### src/rtl/twin_timer_pkg.sv
package twin_timer_pkg;
  localparam int DATA_W   = 8;
  localparam int CNT_W    = 2 * DATA_W;
  localparam int ADDR_W   = 4;
  localparam int NUM_REGS = 1 << ADDR_W;
  localparam int FLAG_W   = DATA_W - 1;

  localparam int FLAG_SR = 2;
  localparam int FLAG_T2 = 5;
  localparam int FLAG_T1 = 6;
  localparam logic [FLAG_W-1:0] IRQ_MASK =
    FLAG_W'((1 << FLAG_SR) | (1 << FLAG_T2) | (1 << FLAG_T1));

  localparam logic [ADDR_W-1:0] A_DDR_B  = ADDR_W'(2);
  localparam logic [ADDR_W-1:0] A_T1_CLO = ADDR_W'(4);
  localparam logic [ADDR_W-1:0] A_T1_CHI = ADDR_W'(5);
  localparam logic [ADDR_W-1:0] A_T1_LLO = ADDR_W'(6);
  localparam logic [ADDR_W-1:0] A_T1_LHI = ADDR_W'(7);
  localparam logic [ADDR_W-1:0] A_T2_CLO = ADDR_W'(8);
  localparam logic [ADDR_W-1:0] A_T2_CHI = ADDR_W'(9);
  localparam logic [ADDR_W-1:0] A_SHIFT  = ADDR_W'(10);
  localparam logic [ADDR_W-1:0] A_CTRL   = ADDR_W'(11);
  localparam logic [ADDR_W-1:0] A_FLAGS  = ADDR_W'(13);
  localparam logic [ADDR_W-1:0] A_ENABLE = ADDR_W'(14);

  typedef struct packed {
    logic              t1LatLoWr;
    logic              t1LatHiWr;
    logic              t1Load;
    logic              t2LatLoWr;
    logic              t2Load;
    logic              ierWr;
    logic [FLAG_W-1:0] flagClr;
    logic [DATA_W-1:0] data;
  } strobe_t;

  typedef struct packed {
    logic [CNT_W-1:0]  t1Cnt;
    logic [CNT_W-1:0]  t1Lat;
    logic [CNT_W-1:0]  t2Cnt;
    logic [FLAG_W-1:0] flags;
    logic [FLAG_W-1:0] ier;
  } view_t;

  function automatic logic isPlainReg(input int a);
    return (a <= 3) || (a == 10) || (a == 11) || (a == 12) || (a == 15);
  endfunction
endpackage

### src/rtl/twin_timer_ctrl.sv
module twin_timer_ctrl
  import twin_timer_pkg::*;
(
  input  logic              clk,
  input  logic              rstN,
  input  logic              wrEn,
  input  logic              rdEn,
  input  logic [ADDR_W-1:0] addr,
  input  logic [DATA_W-1:0] wrData,
  input  view_t             view,
  output strobe_t           strobe,
  output logic              freeRun,
  output logic [DATA_W-1:0] rdData
);
  logic [DATA_W-1:0] plainQ [NUM_REGS];

  for (genvar i = 0; i < NUM_REGS; i++) begin : g_reg
    if (isPlainReg(i)) begin : g_store
      always_ff @(posedge clk) begin
        if (!rstN)
          plainQ[i] <= (ADDR_W'(i) == A_DDR_B) ? '1 : '0;
        else if (wrEn && addr == ADDR_W'(i))
          plainQ[i] <= wrData;
      end
    end else begin : g_none
      assign plainQ[i] = '0;
    end
  end

  assign freeRun = (plainQ[A_CTRL][DATA_W-1 -: 2] == 2'b01);

  always_comb begin
    strobe           = '0;
    strobe.data      = wrData;
    strobe.t1LatLoWr = wrEn && (addr == A_T1_CLO || addr == A_T1_LLO);
    strobe.t1LatHiWr = wrEn && (addr == A_T1_LHI);
    strobe.t1Load    = wrEn && (addr == A_T1_CHI);
    strobe.t2LatLoWr = wrEn && (addr == A_T2_CLO);
    strobe.t2Load    = wrEn && (addr == A_T2_CHI);
    strobe.ierWr     = wrEn && (addr == A_ENABLE);
    if (wrEn && addr == A_FLAGS) strobe.flagClr = wrData[FLAG_W-1:0];
    if (rdEn && addr == A_T1_CLO) strobe.flagClr[FLAG_T1] = 1'b1;
    if (rdEn && addr == A_T2_CLO) strobe.flagClr[FLAG_T2] = 1'b1;
    if (rdEn && addr == A_SHIFT)  strobe.flagClr[FLAG_SR] = 1'b1;
  end

  always_comb begin
    case (addr)
      A_T1_CLO: rdData = view.t1Cnt[DATA_W-1:0];
      A_T1_CHI: rdData = view.t1Cnt[CNT_W-1:DATA_W];
      A_T1_LLO: rdData = view.t1Lat[DATA_W-1:0];
      A_T1_LHI: rdData = view.t1Lat[CNT_W-1:DATA_W];
      A_T2_CLO: rdData = view.t2Cnt[DATA_W-1:0];
      A_T2_CHI: rdData = view.t2Cnt[CNT_W-1:DATA_W];
      A_FLAGS:  rdData = {|(view.flags & view.ier), view.flags};
      A_ENABLE: rdData = {1'b1, view.ier};
      default:  rdData = plainQ[addr];
    endcase
  end

  // a plain byte reads back what was just written to it
  p_plain_store_r11: assert property (@(posedge clk) disable iff (!rstN)
    (wrEn && addr == A_DDR_B) |=> (plainQ[A_DDR_B] == $past(wrData)));
endmodule

### src/rtl/twin_timer_datapath.sv
module twin_timer_datapath
  import twin_timer_pkg::*;
(
  input  logic    clk,
  input  logic    rstN,
  input  logic    tickEn,
  input  logic    shiftDone,
  input  logic    freeRun,
  input  strobe_t strobe,
  output view_t   view,
  output logic    irq
);
  logic [CNT_W-1:0]  t1Cnt, t1Lat, t2Cnt;
  logic [DATA_W-1:0] t2LatLo;
  logic              t1Armed, t1Wrap, t2Armed;
  logic [FLAG_W-1:0] flags, flagNext, ier;
  logic              t1Event, t2Event;

  assign t1Event = tickEn && !strobe.t1Load && (t1Cnt == '0) && (freeRun || t1Armed);
  assign t2Event = tickEn && !strobe.t2Load && (t2Cnt == CNT_W'(1)) && t2Armed;

  always_ff @(posedge clk) begin
    if (!rstN) begin
      t1Lat <= '1; t1Cnt <= '1; t1Armed <= 1'b0; t1Wrap <= 1'b0;
    end else begin
      if (strobe.t1LatLoWr) t1Lat[DATA_W-1:0] <= strobe.data;
      if (strobe.t1LatHiWr || strobe.t1Load) t1Lat[CNT_W-1:DATA_W] <= strobe.data;
      if (strobe.t1Load) begin
        t1Cnt   <= {strobe.data, t1Lat[DATA_W-1:0]};
        t1Armed <= 1'b1;
        t1Wrap  <= 1'b0;
      end else if (tickEn) begin
        t1Wrap <= (t1Cnt == '0);
        if (t1Cnt == '0) begin
          t1Cnt   <= '1;
          t1Armed <= 1'b0;
        end else if (t1Wrap && freeRun) begin
          t1Cnt <= t1Lat;
        end else begin
          t1Cnt <= t1Cnt - CNT_W'(1);
        end
      end
    end
  end

  always_ff @(posedge clk) begin
    if (!rstN) begin
      t2LatLo <= '1; t2Cnt <= '0; t2Armed <= 1'b0;
    end else begin
      if (strobe.t2LatLoWr) t2LatLo <= strobe.data;
      if (strobe.t2Load) begin
        t2Cnt   <= {strobe.data, t2LatLo};
        t2Armed <= 1'b1;
      end else if (tickEn) begin
        t2Cnt <= t2Cnt - CNT_W'(1);
        if (t2Cnt == CNT_W'(1)) t2Armed <= 1'b0;
      end
    end
  end

  always_comb begin
    flagNext = flags & ~strobe.flagClr;
    if (strobe.t1Load || strobe.t1LatHiWr) flagNext[FLAG_T1] = 1'b0;
    if (strobe.t2Load) flagNext[FLAG_T2] = 1'b0;
    if (t1Event)   flagNext[FLAG_T1] = 1'b1;
    if (t2Event)   flagNext[FLAG_T2] = 1'b1;
    if (shiftDone) flagNext[FLAG_SR] = 1'b1;
  end

  always_ff @(posedge clk) begin
    if (!rstN) begin
      flags <= '0; ier <= '0;
    end else begin
      flags <= flagNext;
      if (strobe.ierWr) begin
        if (strobe.data[DATA_W-1]) ier <= ier | strobe.data[FLAG_W-1:0];
        else                       ier <= ier & ~strobe.data[FLAG_W-1:0];
      end
    end
  end

  assign irq  = |(flags & ier & IRQ_MASK);
  assign view = '{t1Cnt: t1Cnt, t1Lat: t1Lat, t2Cnt: t2Cnt, flags: flags, ier: ier};

  // a counter-high write loads {data, latch low} and drops the Timer 1 flag
  p_t1_load_r5: assert property (@(posedge clk) disable iff (!rstN)
    strobe.t1Load |=> (t1Cnt == {$past(strobe.data), $past(t1Lat[DATA_W-1:0])}) && !flags[FLAG_T1]);
  // the 0 -> 0xFFFF step in free-run mode raises the Timer 1 flag
  p_t1_flag_r6: assert property (@(posedge clk) disable iff (!rstN)
    (tickEn && !strobe.t1Load && t1Cnt == '0 && freeRun) |=> flags[FLAG_T1]);
  // the step after the wrap reloads the latch in free-run mode
  p_t1_reload_r7: assert property (@(posedge clk) disable iff (!rstN)
    (tickEn && !strobe.t1Load && t1Wrap && freeRun) |=> (t1Cnt == $past(t1Lat)));
  // Timer 2 never reloads on a step
  p_t2_count_r8: assert property (@(posedge clk) disable iff (!rstN)
    (tickEn && !strobe.t2Load) |=> (t2Cnt == $past(t2Cnt) - CNT_W'(1)));
  // a set-style enable write leaves every requested bit on
  p_ier_set_r2: assert property (@(posedge clk) disable iff (!rstN)
    (strobe.ierWr && strobe.data[DATA_W-1]) |=>
      ((ier & $past(strobe.data[FLAG_W-1:0])) == $past(strobe.data[FLAG_W-1:0])));
  // a clear without a competing step removes the Timer 1 flag
  p_flag_clr_r4: assert property (@(posedge clk) disable iff (!rstN)
    (strobe.flagClr[FLAG_T1] && !tickEn) |=> !flags[FLAG_T1]);
endmodule

### src/rtl/twin_timer.sv
module twin_timer
  import twin_timer_pkg::*;
(
  input  logic              clk,
  input  logic              rstN,
  input  logic              wrEn,
  input  logic              rdEn,
  input  logic [ADDR_W-1:0] addr,
  input  logic [DATA_W-1:0] wrData,
  output logic [DATA_W-1:0] rdData,
  input  logic              tickEn,
  input  logic              shiftDone,
  output logic              irq
);
  strobe_t strobe;
  view_t   view;
  logic    freeRun;

  twin_timer_ctrl ctrl_i (
    .clk(clk), .rstN(rstN), .wrEn(wrEn), .rdEn(rdEn), .addr(addr),
    .wrData(wrData), .view(view), .strobe(strobe), .freeRun(freeRun),
    .rdData(rdData)
  );

  twin_timer_datapath dp_i (
    .clk(clk), .rstN(rstN), .tickEn(tickEn), .shiftDone(shiftDone),
    .freeRun(freeRun), .strobe(strobe), .view(view), .irq(irq)
  );
endmodule

### config.mk
export PLATFORM = sky130hd
export DESIGN_NAME = twin_timer
export DESIGN_NICKNAME = d
export VERILOG_FILES = /design/src/rtl/twin_timer_pkg.sv /design/src/rtl/twin_timer_ctrl.sv /design/src/rtl/twin_timer_datapath.sv /design/src/rtl/twin_timer.sv
export SDC_FILE = /design/constraint.sdc
export NUM_CORES = 1
export LEC_CHECK = 0
export BUFFER_PORTS_ARGS = -buffer_cell sky130_fd_sc_hd__buf_2
export CORE_ASPECT_RATIO = 0.5
export CORE_MARGIN = 8
export CORE_UTILIZATION = 50
export CTS_CLUSTER_SIZE = 24
export DETAILED_ROUTE_END_ITERATION = 10
export PLACE_DENSITY = 0.78
export SLEW_MARGIN = 20
export SYNTH_ARGS = -nofsm -noshare
export SYNTH_HDL_FRONTEND = slang
export SYNTH_SLANG_ARGS = --single-unit
### constraint.sdc
create_clock -name clk -period 2.2 [get_ports clk]
set_clock_uncertainty 0.1 [all_clocks]
set_input_delay 0.11 -clock clk [delete_from_list [all_inputs] [get_ports clk]]
set_output_delay 0.11 -clock clk [all_outputs]
set_load 0.02 [all_outputs]
==> Word level (Yosys, flattened, before mapping) <==
Index checks and enable logic that the tools add are counted.
{ "totals": {"elab_cells": 113, "regBits": 137, "output_inout_bits": 9, "input_bits": 18} }
{ "op_classes": {"eq_ne": 17, "n_lt_le_gt_ge": 1, "reduce_logical": 41, "n_bitwise": 8, "muxes": 26, "add_sub_neg": 2} }
{ "op_table": {"columns": ["op", "count"], "rows": [
  ["16-bit two-way mux", 6],
  ["8-bit one-hot mux with 8 select lines", 1],
  ["8-bit binary-select mux with 4-bit select", 1],
  ["4-bit == test (second input constant)", 8],
  ["16-bit by 1-bit subtractor with 16-bit output (second input constant)", 2],
  ["1-bit logical AND", 25],
  ["7-bit bitwise AND", 3],
  ["16-bit by 1-bit == test with 1-bit output (second input constant)", 1],
  ["4-bit by 3-bit == test with 1-bit output (second input constant)", 4],
  ["16-bit logical NOT", 1],
  ["8-bit two-way mux", 2],
  ["1-bit two-way mux", 14],
  ["7-bit two-way mux", 2],
  ["7-bit inverter", 2],
  ["4-bit by 2-bit == test with 1-bit output (second input constant)", 2],
  ["2-bit nonzero test", 4],
  ["7-bit OR", 1],
  ["7-bit OR reduction", 1],
  ["5-bit greater-or-equal comparator (second input constant)", 1],
  ["4-bit inverter with 5-bit output", 1],
  ["4-bit by 1-bit == test with 1-bit output (second input constant)", 1],
  ["4-bit logical NOT", 1],
  ["2-bit AND reduction", 2],
  ["1-bit logical OR", 3],
  ["other kinds (5)", 6]
]} }

==> Logic depth before layout (Yosys ltp) <==
Gate-level depths: netlist (run 1).
{ "depth": {"ltp_word": 8, "ltp_mapped": 9, "mapped_depth_nobuf": 7} }

==> Hierarchy <==
From an unflattened synthesis (run 1), not the netlist that was laid out.
{ "unflattened": {"hier_cells": 936, "hier_area_um2": 7888.8} }
{ "modules_own_cells": {"columns": ["module", "area_per_inst_um2", "instances", "cells_per_inst", "seq_area_each_um2"], "rows": [
  ["twin_timer_ctrl", 4028.9, 1, 473, 1281.2],
  ["twin_timer_datapath", 3860.0, 1, 463, 1461.4]
]} }

==> Worst setup path before layout (run 1) <==
Ideal clock, no wire load.
{ "synth_path": {"path_type": "reg-to-reg", "from": "register dp_i.t2Cnt[2]", "to": "register dp_i.t2Cnt[11]", "path_stages_with_launch": 7, "synth_period_minus_slack_ps": 2034, "setup_slack_ps": 166, "required_ps": 1967, "n_path_buf": 1, "arrival_time_ps": 1801, "setup_time_ps": 133, "path_cell_list": "dfxtp_1 -> or4b_4 -> or4_4 -> buf_6 -> nor3b_2 -> xnor2_1 -> a21oi_1"} }
{ "synth_via": {"elab_chain_len": 3} }
{ "synth_rtl": {"columns": ["element", "line_no", "text"], "rows": [
  ["start, declared", "twin_timer_datapath.sv:13", "logic [CNT_W-1:0] t1Cnt, t1Lat, t2Cnt;"],
  ["start signal, assigned", "twin_timer_datapath.sv:52", "t2Cnt <= {strobe.data, t2LatLo};"],
  ["start signal, assigned", "twin_timer_datapath.sv:55", "t2Cnt <= t2Cnt - CNT_W'(1);"],
  ["16-bit by 1-bit subtractor with 16-bit output", "twin_timer_datapath.sv:55", null],
  ["16-bit two-way mux", "twin_timer_datapath.sv:54", "end else if (tickEn) begin"],
  ["16-bit two-way mux", "twin_timer_datapath.sv:51", "if (strobe.t2Load) begin"]
]} }
Every way passes these cells. The select of a mux whose other input is x is not followed.
A chain may end at the register's enable or synchronous reset.

==> Worst setup path after layout (run 1) <==
{ "layout_path": {"from": "register dp_i.t1Cnt[4]", "to": "output port rdData[4]"} }
{ "layout_via": {"elab_chain_len": 1} }
{ "layout_rtl": {"columns": ["element", "line_no", "text"], "rows": [
  ["start, declared", "twin_timer_datapath.sv:13", null],
  ["start signal, assigned", "twin_timer_datapath.sv:29", "t1Cnt <= {strobe.data, t1Lat[DATA_W-1:0]};"],
  ["start signal, assigned", "twin_timer_datapath.sv:38", "t1Cnt <= t1Lat;"],
  ["start signal, assigned", "twin_timer_datapath.sv:40", "t1Cnt <= t1Cnt - CNT_W'(1);"],
  ["8-bit one-hot mux with 8 select lines", "twin_timer_ctrl.sv:48", "case (addr)"],
  ["end, declared", "twin_timer.sv:10", "output logic [DATA_W-1:0] rdData,"]
]} }
Every way passes these cells.

==> metrics.md, run 1 <==
| Metric | Value |
|---|---|
| Status | finished, final reports clean |
| Clock power frac | 0.450 |
| Worst-margin pin slew | 0.783 ns |
| Final hold viol count | 0 |
| CTS max path bufs | 2 |
| Cells after Synth | 883 |
| Seq pwr share | 0.402 |
| Overall Global Routing Usage | 0.261 |
| Post-synth EDFFs | 0 |
| Top Ports | 27 |
| Setup slack at placement | 0.0845 ns |
| Area Growth Syn to Fin | 17.3% |
| Fill cells | 1,178 |
| Post-route DRC | 0 |
| Net Sw Power | 1.97 mW |
| Worst-path clk slew | 0.06 ns |
| First-pass GRT wire length | 37.7 mm |
| Distinct cells, synth | 68 |
| Worst rel slew slack | 0.477 |
| Die Width | 185 µm |
| Hold Path Class | input port to flip-flop |
| CP startpoint kind | flip-flop |
| Critical path type | flip-flop to primary output |
| Placement row count | 30 |
| H-tree levels | 4 |
| Syn Nets | 905 |
| Net Sw Frac | 0.289 |
| Clk_lat worst skew | 0.43 ns |
| Clock Root Buffer | clkbuf_16 |
| Die area | 0.0186 mm² |
| Final slew viol count | 0 |
| Share of cells above drive strength 1 | 0.162 |
| PnR worst setup slack | 0.0150 ns |
| Part of the Yosys area used for sequential elements | 0.384 |
| Number of DRC markers in iteration 0 | 1,025 |
| Dpl cells | 1,081 |
| # Max-Cap Violations | 0 |
| Initial antenna violation count | 0 |
| WL final | 24.1 mm |
| Reg2reg path depth | 5 |
| Post-route cell area | 0.00837 mm² |
| Async SR Flop Fraction | 0 |
| Ys flop type | dfxtp_1 |
| DR vias/cell | 6.29 |
| P_leak | 3.41 nW |
| Yosys warning total | 0 |
| RePlAce Congestion | 0.954 |
| Post-route minimum period | 2.18 ns |
| Vias in the first global route | 6,648 |
| Clock sink count | 137 |
| Reg2Reg Capture Point | dp_i.t2Cnt[13] |
| Crit path required time | 1.99 ns |
| Avg Cell Area, Syn | 8.08 µm² |
| DP Area | 0.00765 mm² |
| Routed vias | 7,030 |
| Comb pwr share | 0.148 |
| Final setup violation count | 0 |
| CP endpoint kind | primary output |
| CP Launch Point | dp_i.t1Cnt[4] |
| Worst hold slack | 0.0187 ns |
| #FFs+latches synth | 137 |
| Initial Util | 0.519 |
| Ant diodes | 0 |
| RSZ-0062 raised after global routing | true |
| Max VDD drop | 0.475 mV |
| Routed length per instance | 21.6 µm |
| Power per Cell Area | 814 mW/mm² |
| Finished Layout Cells | 1,117 |
| Residual overflow from global routing | 0 |
| Worst setup path end | rdData[4] |
| Total core area | 0.0137 mm² |
| CP max FO | 5 |
| Drt first pass iters | 8 |
| Largest net degree at the start of global routing | 73 |
| Port Buf Inserts | 26 |
| Final #Nets | 934 |
| Hpwl dp | 15.8 mm |
| Area of the mapped netlist | 0.00714 mm² |
| Crit path DAT | 1.97 ns |
| Fmax | 458 MHz |
| Die H | 100 µm |
| R2R Setup Slk | 0.08 ns |
| Post-DRT Antenna Nets | 0 |
| CTS buffer count | 17 |
| Int Power | 4.84 mW |
| TritonCTS clock tree | built |
| Worst reg2reg startpoint | dp_i.t2Cnt[3] |
| Period utilization | 0.993 |
worst min-delay path by stage:
stage                          from             to  depth (start not counted)
after detailed placement  shiftDone  dp_i.flags[2]                          2
after global routing      wrData[1]  dp_i.flags[1]                          2
after CTS                      rdEn  dp_i.flags[5]                          5
after global placement    shiftDone  dp_i.flags[2]                          2
final                          rdEn  dp_i.flags[5]                          5
after floorplan           shiftDone  dp_i.flags[2]                          1
synth_stat cells, types with 3 or more instances:
cell | n | share of area
clkbuf_1 | 54 | 0.028
nand2_1 | 138 | 0.073
nand2b_1 | 3 | 0.0026
buf_1 | 8 | 0.0042
nand3_1 | 49 | 0.034
nor4_1 | 4 | 0.0035
mux4_2 | 10 | 0.032
a211oi_1 | 19 | 0.020
a221oi_1 | 4 | 0.0049
o22ai_1 | 4 | 0.0035
and3_1 | 7 | 0.0061
xor2_1 | 3 | 0.0037
o21ai_0 | 50 | 0.035
ha_1 | 4 | 0.0070
a21oi_1 | 71 | 0.050
nor3_1 | 7 | 0.0049
mux2i_1 | 50 | 0.070
nand4b_1 | 4 | 0.0049
a22oi_1 | 10 | 0.011
a31oi_1 | 8 | 0.0070
and2_1 | 9 | 0.0079
o2bb2ai_1 | 5 | 0.0061
mux2_2 | 6 | 0.0095
xnor2_1 | 20 | 0.025
a2111oi_0 | 3 | 0.0037
nand4_1 | 4 | 0.0035
or3_1 | 3 | 0.0026
o211ai_1 | 17 | 0.018
buf_2 | 6 | 0.0042
dfxtp_1 | 137 | 0.38
nor2b_1 | 5 | 0.0044
o31ai_1 | 3 | 0.0032
nor3b_1 | 4 | 0.0042
a32o_1 | 4 | 0.0056
inv_1 | 13 | 0.0068
nor2_1 | 91 | 0.048
o32a_1 | 4 | 0.0056
registers in the layout (all words and copies together), names as in the netlist, named ones only:
name	flops
ctrl_i.plainQ	64
dp_i.t1Cnt	16
dp_i.t1Lat	16
dp_i.t2Cnt	16
dp_i.t2LatLo	8
dp_i.flags	7
dp_i.t1Armed	1
dp_i.t1Wrap	1
dp_i.t2Armed	1
power groups by stage:
| stage | clock network [mW] | logic, mW | registers (mW) |
|---|---|---|---|
| 2_1_floorplan | 0 | 0.644 | 2.73 |
| 3_3_place_gp | 0 | 0.916 | 2.78 |
| 3_5_place_dp | 0 | 0.934 | 2.78 |
| 4_1_cts | 3.06 | 0.966 | 2.73 |
| 5_1_grt | 3.17 | 1.08 | 2.75 |
| 6_report | 3.06 | 1.01 | 2.74 |
per-stage QoR:
step           power (mW)  utilization  TNS, ns
2_1_floorplan        3.38            -        0
3_3_place_gp         3.70        0.557        0
3_5_place_dp         3.72        0.557        0
4_1_cts              6.76        0.605        0
5_1_grt              7.00        0.609  -0.0598
6_report             6.81        0.609        0
worst max-delay path: stages, from the launching register on:
cell     delay (ns)
dfxtp_1        0.36
mux4_2         0.52
a32o_2         0.28
o22a_1         0.25
buf_6          0.14
metal layers:
metal,vias to the layer above,GRT usage,part of all wire
met4,0,0.112,0.023
met2,395,0.393,0.44
met1,3365,0.351,0.43
met3,47,0.0640,0.11
met5,-,0,0
li1,3223,-,-
cell usage in the layout (no fill, tap or decap), types with 4 or more instances in the layout:
cell,Yosys,layout
a211oi_1,19,19
a21oi_1,71,71
a22oi_1,10,10
a31oi_1,8,8
and2_1,9,9
and3_1,7,7
buf_12,0,4
buf_2,6,24
buf_4,1,49
clkbuf_16,0,17
dfxtp_1,137,132
dfxtp_2,0,4
ha_1,4,4
inv_1,13,13
inv_6,0,5
mux2_2,6,6
mux2i_1,50,50
mux4_2,10,10
nand2_1,138,138
nand3_1,49,49
nand4_1,4,4
nand4b_1,4,4
nor2_1,91,90
nor2b_1,5,5
nor3_1,7,6
nor3b_1,4,4
nor4_1,4,4
o211ai_1,17,17
o21ai_0,50,50
o2bb2ai_1,5,5
o32a_1,4,4
xnor2_1,20,20
final cells by class:
cell class | count | area [µm²] | share of cell area
Clock inverter | 13 | 181 | 0.0217
Inverter | 14 | 52.6 | 0.00628
Sequential cell | 137 | 2750 | 0.329
Timing Repair Buffer | 80 | 599 | 0.0716
Tap cell | 192 | 240 | 0.0287
Clock buffer | 19 | 443 | 0.0529
Multi-Input combinational cell | 662 | 4100 | 0.490
cell families after synthesis:
group,Yosys count,synth area share
flops,137,0.384
buf+inv,84,0.0468
mux,66,0.111
fa+ha+maj,4,0.00701
compound gates,223,0.198
xor+xnor,23,0.0282
simple gates,346,0.224
timing repair:
item,CTS,global route
hold endpoints to repair,10,0
cloned,0,0
hold buffers,2,0
setup endpoints to repair,1,7
setup buffers,1,1
gates resized for setup,5,12
pin swaps,0,6
Note: power is estimated with default switching activity, not from simulation.
==> run 2: changes to the inputs <==
--- a/config.mk
+++ b/config.mk
@@ -6,7 +6,6 @@
 export NUM_CORES = 1
 export LEC_CHECK = 0
 export BUFFER_PORTS_ARGS = -buffer_cell sky130_fd_sc_hd__buf_2
-export CORE_ASPECT_RATIO = 0.5
 export CORE_MARGIN = 8
 export CORE_UTILIZATION = 50
 export CTS_CLUSTER_SIZE = 24
==> constraint.sdc (replaced) <==
create_clock -name clk -period 2.05 [get_ports clk]
set_clock_uncertainty 0.1 [all_clocks]
set_input_delay 0.1025 -clock clk [delete_from_list [all_inputs] [get_ports clk]]
set_output_delay 0.1025 -clock clk [all_outputs]
set_load 0.02 [all_outputs]
==> metrics.md, run 2 (synthesized netlist as in run 1, its figures left out) <==
| Metric | Value |
|---|---|
| Status | complete, but fails checks |
| Failing checks | negative setup slack |
| Die Width | 135 µm (-27%) |
| Ant diodes | 0 (unchanged) |
| RePlAce Congestion | 0.999 (+4.8%) |
| CP cell instances | buf_6 > mux4_2 > a32o_2 > a21oi_2 > a31oi_2 > buf_4 |
| Final setup violation count | 5 (+5) |
| Area Growth Syn to Fin | 20.6% |
| Hold path depth | 3 (-2) |
| CP endpoint kind | primary output |
| Fill cells | 1,235 (+4.8%) |
| Post-DRT Antenna Nets | 0 (unchanged) |
| Crit path required time | 1.85 ns (-0.14 ns) |
| Worst path max stage delay | 0.48 ns (-0.04 ns) |
| Worst hold slack | 0.0295 ns (+0.0108 ns) |
| Clock Root Buffer | clkbuf_16 |
| Commonest non-fill, non-tap cell in the layout | nand2_1 |
| Die H | 135 µm (+35%) |
| Routed vias | 7,019 (-0.16%) |
| Final slew viol count | 0 (unchanged) |
| Worst reg2reg startpoint | dp_i.t1Cnt[12] |
| Slowest CP cell | mux4_2 |
| WHS Endpoint | ctrl_i.plainQ[25] |
| Crit path DAT | 2.01 ns (+0.04 ns) |
| First-pass GRT wire length | 36.2 mm (-4.0%) |
| Initial antenna violation count | 0 (unchanged) |
| Final hold viol count | 0 (unchanged) |
| Initial Util | 0.512 (-0.00732) |
| Worst-margin pin slew | 0.611 ns (-0.172 ns) |
| Port Buf Inserts | 26 (unchanged) |
| Top Ports | 27 (unchanged) |
| Share of cells above drive strength 1 | 0.212 (+0.0497) |
| Overall Global Routing Usage | 0.252 (-0.00897) |
| Hold Path Class | input port to flip-flop |
| R2R Setup Slk | 0.01 ns (-0.07 ns) |
| WL final | 22.8 mm (-5.4%) |
| Power per Cell Area | 803 mW/mm² (-1.4%) |
| Power, Total | 6.90 mW (+1.3%) |
| PnR worst setup slack | -0.160 ns (-0.175 ns) |
| Placement row count | 43 (+43%) |
| P_leak | 3.55 nW (+4.1%) |
| Drt first pass iters | 6 (-2) |
| CP max FO | 2 (-3) |
| Max VDD drop | 0.615 mV (+29%) |
| H-tree levels | 4 (unchanged) |
| CP startpoint kind | flip-flop |
| CTS buffer count | 17 (unchanged) |
| Worst-path clk slew | 0.06 ns (about the same) |
| RSZ-0062 raised after global routing | true |
| Final #Nets | 968 (+3.6%) |
| Reg2reg path depth | 6 (+1) |
| Worst rel slew slack | 0.592 (+0.115) |
| Setup TNS | -0.548 ns (-0.548 ns) |
| Vias in the first global route | 6,506 (-2.1%) |
| Reg2Reg Capture Point | dp_i.t1Cnt[15] |
| Number of DRC markers in iteration 0 | 979 (-4.5%) |
| Worst hold start | wrData[1] |
| Critical path type | flip-flop to primary output |
| DR vias/cell | 6.17 (-2.0%) |
| TritonCTS clock tree | built |
| Total core area | 0.0139 mm² (+1.4%) |
| Reg with most FFs | ctrl_i.plainQ |
| Most frequent cells in the layout | nand2_1 (138), dfxtp_1 (125), nor2_1 (90), buf_4 (84), a21oi_1 (69) |
| # Max-Cap Violations | 0 (unchanged) |
| Hpwl dp | 15.2 mm (-3.8%) |
| Period utilization | 1.08 |
| CTS max path bufs | 2 (unchanged) |
| Clk_lat worst skew | 0.43 ns (about the same) |
| Routed length per instance | 20.0 µm (-7.1%) |
| Post-route minimum period | 2.21 ns |
| Residual overflow from global routing | 0 (unchanged) |
| Largest net degree at the start of global routing | 73 (unchanged) |
| Fmax | 452 MHz |
| Clock sink count | 137 (unchanged) |
| Max reg flops | 64 (unchanged) |
| Die area | 0.0183 mm² (-1.2%) |
| Post-route DRC | 0 (unchanged) |
-- run 2: repair_timing --
| item | in CTS | in global routing |
|---|---|---|
| gates cloned | 0 | 0 |
| hold buffers | 2 | 0 |
| pin swaps | 10 | 14 |
| setup endpoints to repair | 7 | 22 |
| endpoints found under the hold margin | 5 | 0 |
| resized for setup | 35 | 17 |
| setup buffers | 4 | 4 |
-- run 2: report_power, final --
group	switching, mW	internal (mW)
registers	0.136	2.78
logic	0.670	0.496
clock network	1.26	1.56
-- run 2: layout make-up --
class	instances	area (µm²)	share of cell area
clock inverter	14	109	0.0127
sequential	137	2760	0.321
timing repair buffer	114	858	0.0998
inverter	14	52.6	0.00611
clock buffer	17	425	0.0495
multi-input combinational	662	4170	0.485
tap	180	225	0.0262
-- run 2: per-stage QoR --
stage	std cells	setup WS, ns	instance area [µm²]	utilization
after floorplan	883	0.0161	7140	-
after global placement	1098	0.0889	7830	0.562
after detailed placement	1098	0.0486	7830	0.562
after CTS	1134	-0.160	8520	0.611
after global routing	1138	-0.169	8600	0.617
final	1138	-0.160	8600	0.617
-- run 2: layer usage --
layer  track usage  vias to the layer above  share of wire
li1              -                     3284              -
met1         0.330                     3272           0.41
met2         0.387                      385           0.46
met3        0.0534                       78          0.091
met4         0.124                        0          0.040
met5             0                        -              0
-- run 2: how the worst max path moves through the flow --
stage	start	end	cells after the start
floorplan	dp_i.t2Cnt[2]	dp_i.t2Cnt[11]	6
CTS	dp_i.t2Cnt[12]	rdData[4]	5
global placement	dp_i.t2Cnt[2]	dp_i.t2Cnt[11]	5
global route	dp_i.t1Cnt[12]	rdData[4]	5
finish	dp_i.t1Cnt[10]	rdData[2]	6
detailed placement	dp_i.t2Cnt[2]	dp_i.t2Cnt[13]	5
-- run 2: worst max-delay path: cells and delay by family (launching register included) --
kind,cells,cell delay (ns)
mux,1,0.48
buf+inv,2,0.30
compound gates,3,0.47
flops,1,0.32
